### src/rtl/pfu_pkg.sv
package pfu_pkg;
  localparam logic [31:0] PTEST_FIXED = 32'h2550C000;
  localparam logic [31:0] PTEST_CARE  = 32'hFFFFC21F;
  localparam int unsigned PIDX_W      = 4;
  localparam int unsigned NUM_PREGS   = 1 << PIDX_W;

  typedef struct packed {
    logic n;
    logic z;
    logic c;
    logic v;
  } nzcv_t;
endpackage

### src/rtl/pfu_decode.sv
module pfu_decode
  import pfu_pkg::*;
(
  input  logic [31:0]       instr_i,
  output logic              match_o,
  output logic [PIDX_W-1:0] pg_idx_o,
  output logic [PIDX_W-1:0] pn_idx_o
);
  assign match_o  = (instr_i & PTEST_CARE) == PTEST_FIXED;
  assign pg_idx_o = instr_i[13:10];
  assign pn_idx_o = instr_i[8:5];
endmodule

### src/rtl/pfu_preg_file.sv
module pfu_preg_file
  import pfu_pkg::*;
#(
  parameter int unsigned PL = 32
) (
  input  logic              clk_i,
  input  logic              rst_ni,
  input  logic              we_i,
  input  logic [PIDX_W-1:0] widx_i,
  input  logic [PL-1:0]     wdata_i,
  input  logic [PIDX_W-1:0] ra_idx_i,
  input  logic [PIDX_W-1:0] rb_idx_i,
  output logic [PL-1:0]     ra_o,
  output logic [PL-1:0]     rb_o
);
  logic [PL-1:0] regs_q [NUM_PREGS];

  for (genvar g = 0; g < NUM_PREGS; g++) begin : g_reg
    always_ff @(posedge clk_i or negedge rst_ni) begin
      if (!rst_ni)                                 regs_q[g] <= '0;
      else if (we_i && widx_i == PIDX_W'(g))       regs_q[g] <= wdata_i;
    end
  end

  assign ra_o = regs_q[ra_idx_i];
  assign rb_o = regs_q[rb_idx_i];
endmodule

### src/rtl/pfu_edge_pick.sv
// One-hot of the lowest (FROM_TOP=0) or highest (FROM_TOP=1) set bit.
module pfu_edge_pick #(
  parameter int unsigned W        = 32,
  parameter bit          FROM_TOP = 1'b0
) (
  input  logic [W-1:0] act_i,
  output logic [W-1:0] sel_o
);
  localparam logic [W-1:0] ONE = {{(W-1){1'b0}}, 1'b1};

  if (FROM_TOP) begin : g_top
    logic [W-1:0] rev, pick;
    for (genvar i = 0; i < W; i++) begin : g_rev
      assign rev[i]          = act_i[W-1-i];
      assign sel_o[W-1-i]    = pick[i];
    end
    assign pick = rev & (~rev + ONE);
  end else begin : g_bot
    assign sel_o = act_i & (~act_i + ONE);
  end
endmodule

### src/rtl/pred_flag_unit.sv
module pred_flag_unit
  import pfu_pkg::*;
#(
  parameter int unsigned VEC_BITS = 256,
  localparam int unsigned PL      = VEC_BITS / 8
) (
  input  logic              clk_i,
  input  logic              rst_ni,
  input  logic              en_i,
  input  logic              preg_we_i,
  input  logic [PIDX_W-1:0] preg_widx_i,
  input  logic [PL-1:0]     preg_wdata_i,
  input  logic              instr_valid_i,
  input  logic [31:0]       instr_i,
  output logic              flag_n_o,
  output logic              flag_z_o,
  output logic              flag_c_o,
  output logic              flag_v_o,
  output logic              flags_valid_o,
  output logic              undef_o
);
  logic              dec_match;
  logic [PIDX_W-1:0] pg_idx, pn_idx;
  logic [PL-1:0]     mask, src, first_sel, last_sel;
  nzcv_t             flags_d, flags_q;
  logic              exec;

  pfu_decode u_dec (
    .instr_i (instr_i),
    .match_o (dec_match),
    .pg_idx_o(pg_idx),
    .pn_idx_o(pn_idx)
  );

  pfu_preg_file #(.PL(PL)) u_prf (
    .clk_i   (clk_i),
    .rst_ni  (rst_ni),
    .we_i    (preg_we_i),
    .widx_i  (preg_widx_i),
    .wdata_i (preg_wdata_i),
    .ra_idx_i(pg_idx),
    .rb_idx_i(pn_idx),
    .ra_o    (mask),
    .rb_o    (src)
  );

  pfu_edge_pick #(.W(PL), .FROM_TOP(1'b0)) u_first (.act_i(mask), .sel_o(first_sel));
  pfu_edge_pick #(.W(PL), .FROM_TOP(1'b1)) u_last  (.act_i(mask), .sel_o(last_sel));

  // empty mask: both selects are zero -> N=0, C=1
  always_comb begin
    flags_d.n = |(first_sel & src);
    flags_d.z = ~|(mask & src);
    flags_d.c = ~|(last_sel & src);
    flags_d.v = 1'b0;
  end

  assign exec = instr_valid_i && en_i && dec_match;

  always_ff @(posedge clk_i or negedge rst_ni) begin
    if (!rst_ni) begin
      flags_q       <= '0;
      flags_valid_o <= 1'b0;
      undef_o       <= 1'b0;
    end else begin
      if (exec) flags_q <= flags_d;
      flags_valid_o <= exec;
      undef_o       <= instr_valid_i && !exec;
    end
  end

  assign flag_n_o = flags_q.n;
  assign flag_z_o = flags_q.z;
  assign flag_c_o = flags_q.c;
  assign flag_v_o = flags_q.v;
endmodule

### config.mk
export PLATFORM = sky130hd
export DESIGN_NAME = pred_flag_unit
export DESIGN_NICKNAME = d
export VERILOG_FILES = /design/src/rtl/pfu_pkg.sv /design/src/rtl/pfu_decode.sv /design/src/rtl/pfu_preg_file.sv /design/src/rtl/pfu_edge_pick.sv /design/src/rtl/pred_flag_unit.sv
export SDC_FILE = /design/constraint.sdc
export NUM_CORES = 1
export LEC_CHECK = 0
export ABC_CLOCK_PERIOD_IN_PS = 9500
export BUFFER_PORTS_ARGS = -buffer_cell sky130_fd_sc_hd__buf_2
export CAP_MARGIN = 10
export CORE_ASPECT_RATIO = 1.4
export CORE_UTILIZATION = 68
export DETAILED_ROUTE_END_ITERATION = 12
export PLACE_DENSITY = 0.82
export SETUP_SLACK_MARGIN = 0.05
export SYNTH_ARGS = -nofsm -noshare
export SYNTH_HDL_FRONTEND = slang
export SYNTH_SLANG_ARGS = --single-unit
### constraint.sdc
create_clock -name clk_i -period 9.5 [get_ports clk_i]
set_clock_uncertainty 0.15 [all_clocks]
set_input_delay 1.9 -clock clk_i [delete_from_list [all_inputs] [get_ports clk_i]]
set_output_delay 1.9 -clock clk_i [all_outputs]
set_load 0.005 [all_outputs]
==> summary.md <==
| Metric | Value |
|---|---|
| Outcome | `finished clean` |
| Total power | `6.95 mW` |
| Initial antenna violation count | `3` |
| Share of cells above drive strength 1 | `55.4%` |
| Final HPWL DP | `43500 µm` |
| Multi-input logic area | `14600 µm²` |
| Critical path's largest stage delay | `0.61 ns` |
| MaxCap Viol Count | `0` |
| HP Class | `register to register` |
| CP delay by family, top | `compound AO/OA/AOI/OAI gates` |
| Buf+Inv Stages, Crit Path | `2` |
| Period minus WS final | `5.71 ns` |
| Chip Height | `243 µm` |
| Synth Warn # | `0` |
| First-pass GRT wire length | `115000 µm` |
| Fmax | `175 MHz` |
| PwrDens | `227 nW/µm²` |
| WS Path Type | `primary input to register` |
| Cell taking the most area after synthesis | `dfrtp_1` |
| Vias/cell | `7.44` |
| Clk buf depth | `3` |
| Netlist cell types | `66` |
| Wire length per cell | `30.8 µm` |
| Wire length on met3 | `5420 µm` |
| Die ar. | `42300 µm²` |
| Syn nets | `1896` |
| Final setup vio count | `0` |
| Post-CTS Setup Repair Bufs | `0` |
| CP Launch Type | `primary input` |
| Worst-margin pin slew | `1.13 ns` |
| Cell Chain, Critical Path | `buf_6 -> buf_4 -> mux4_2 -> a22o_1 -> a221oi_2 -> nand3_1 -> or4b_1 -> a2111oi_2 -> o211ai_1 -> a41oi_1 -> nor3_1` |
| DRC Markers | `0` |
| Ys async rst share | `100%` |
| Number of synthesized flops with an enable pin | `0` |
| Global Route Usage Sum | `36.6%` |
| Fin. Hold Viols | `0` |
| Avg Cell Area, Syn | `15.5 µm²` |
| Slowest cell on the critical path | `buf_4` |
| Pre-CTS setup slack | `3.18 ns` |
| Core area | `40600 µm²` |
| Seq/Total Area, Yosys | `45.9%` |
| Num CTS Buffers | `50` |
| Clk_lat worst skew | `0.58 ns` |
| Chip width | `174 µm` |
| Root Driver | `clkbuf_16` |
| H-tree levels | `2` |
| Reg clk slew, reported paths | `0.06 ns` |
| Max_slew headroom | `24.6%` |
| Rows | `87` |
| Sink Count | `517` |
| Storage cell area | `12900 µm²` |
| Post-synthesis register bit count | `517` |
| Synth top area cells | `dfrtp_1 46%, mux4_2 23%, mux2_2 21%` |
| CP required | `9.79 ns` |
| CTS tree | `built` |
| Drt pass-1 iters | `5` |
| Max VDD drop | `210 µV` |
| Final Worst Setup Slack | `3.79 ns` |
| Filler cell count | `2425` |
| I/O Buffers | `77` |
| Synth Flop Type | `dfrtp_1` |
| Area of the mapped netlist | `28200 µm²` |
| Via Count | `17826` |
| Post-DRT Antenna Nets | `0` |
| Congestion Overflow GR | `0` |
| Critical Path End Type | `register` |
| Synthesis-to-layout area growth | `8.81%` |
| Crit Path Max Fanout | `62` |
| Synth Instances | `1823` |
| P_leak | `12.6 nW` |
| I/O Pins | `79` |
| Hold Buf Count CTS | `0` |
| Gpl congestion | `0.950` |
| Met1 Wirelength | `28900 µm` |
| Top Layer Used | `met5` |
| Slew Limit Fails | `0` |
| DR WL met2 | `36700 µm` |
| Fin nets | `1891` |
| Unrepaired setup endpoints after global routing | `no` |
| Arrival @ worst endpoint | `6.00 ns` |
| Post-Route Setup TNS | `0 ns` |
| WL final | `73900 µm` |
| Resized cells post-CTS | `0` |
| Vias in the first global route | `19069` |
| Initial DRC count | `1790` |
| Initial Utilization | `69.4%` |
| Largest net degree at the start of global routing | `186` |
| Share of Yosys cell area claimed by the top area cell type | `45.9%` |
| Final period util | `60.1%` |
-- power by group --
part / internal (mW) / switching, mW / total, mW
Combinational: 1.02 / 0.701 / 1.72
Clock: 1.26 / 0.863 / 2.13
Sequential: 2.71 / 0.386 / 3.10
Total: 5.00 / 1.95 / 6.95
-- worst paths after layout --
path,startpoint,end,slack (ns),cells after the start
setup / recovery,instr_i[10],flag_c_o$_DFFE_PN0P_,3.79,11
hold / removal,u_prf.regs_q[122]$_DFFE_PN0P_,u_prf.regs_q[122]$_DFFE_PN0P_,0.37,1
setup reg to reg,u_prf.regs_q[366]$_DFFE_PN0P_,flag_c_o$_DFFE_PN0P_,5.82,9
hold reg to reg,u_prf.regs_q[122]$_DFFE_PN0P_,u_prf.regs_q[122]$_DFFE_PN0P_,0.37,1
max in group asynchronous,rst_ni,u_prf.regs_q[207]$_DFFE_PN0P_,6.53,2
min in group asynchronous,rst_ni,u_prf.regs_q[182]$_DFFE_PN0P_,1.18,1
-- per-stage QoR --
stage / cells / util [%] / hold slack (ns) / area (µm²)
6_report: 2396 / 75.5 / 0.373 / 30700
5_1_grt: 2393 / 75.5 / 0.385 / 30700
4_1_cts: 2392 / 75.5 / 0.372 / 30700
3_5_place_dp: 2300 / 71.2 / 0.360 / 28900
3_3_place_gp: 2300 / 71.2 / 0.350 / 28900
2_1_floorplan: 1823 / - / 0.341 / 28200
-- Yosys cell counts (all sizes together), types with 6 or more instances --
cell,count
mux2,519
dfrtp,517
mux4,289
clkbuf,90
buf,74
nand2,49
nor2,38
mux2i,23
nor2b,19
a22oi,17
and2,15
a22o,14
nor3,12
a21oi,11
nand3,11
nor4b,11
o21ai,10
inv,8
nor4,8
nand4,7
or3,6
-- sequential cells by signal, indices dropped and copies added, names as in the netlist --
signal,count
flag_c_o,1
flag_z_o,1
flags_valid_o,1
u_prf.regs_q,512
flag_n_o,1
undef_o,1
-- final cells by class --
| cell class | instances | area share, % |
|---|---|---|
| Clock buffer | 73 | 4.92 |
| Antenna cell | 4 | 0.0326 |
| Clock inverter | 19 | 0.840 |
| Tap cell | 534 | 2.18 |
| Timing Repair Buffer | 107 | 2.24 |
| Inverter | 8 | 0.0979 |
| Sequential cell | 517 | 42.2 |
| Multi-Input combinational cell | 1134 | 47.5 |
-- routing by layer --
metal,global-route usage (%),up-vias
met5,0,-
met3,5.94,208
met2,59.0,857
met4,14.1,2
met1,50.7,9617
li1,-,7142
-- cell usage in the layout, fill, tap and decap left out, types with 6 or more instances in the layout --
cell type    n
clkbuf_8    16
clkbuf_1     7
nor4_1       7
dfrtp_1    517
buf_4       28
nor3_1      10
nor4b_1     10
mux4_2     289
nor2b_1     17
nor2_1      28
mux2i_1     23
clkbuf_16   51
bufinv_16    6
clkinv_2     9
a22o_1      14
and2_1      15
o21ai_0      8
nand4_1      7
buf_2       71
nor2_4      10
a21oi_1     11
a22oi_1     17
inv_1        8
nand3_1     11
nand2_1     48
mux2_2     519
-- logic make-up (layout without fill, tap and decap cells) --
family                 after synthesis  count (layout)  synth area share, %
muxes                              831             831                 44.6
DFF                                517             517                 45.9
and+or+nand+nor                    198             198                 3.85
buffers and inverters              172             207                 2.73
AOI/OAI and AO/OA                  104             104                 2.88
other                                1               5               0.0133
Power figures use the tool's default switching activity.
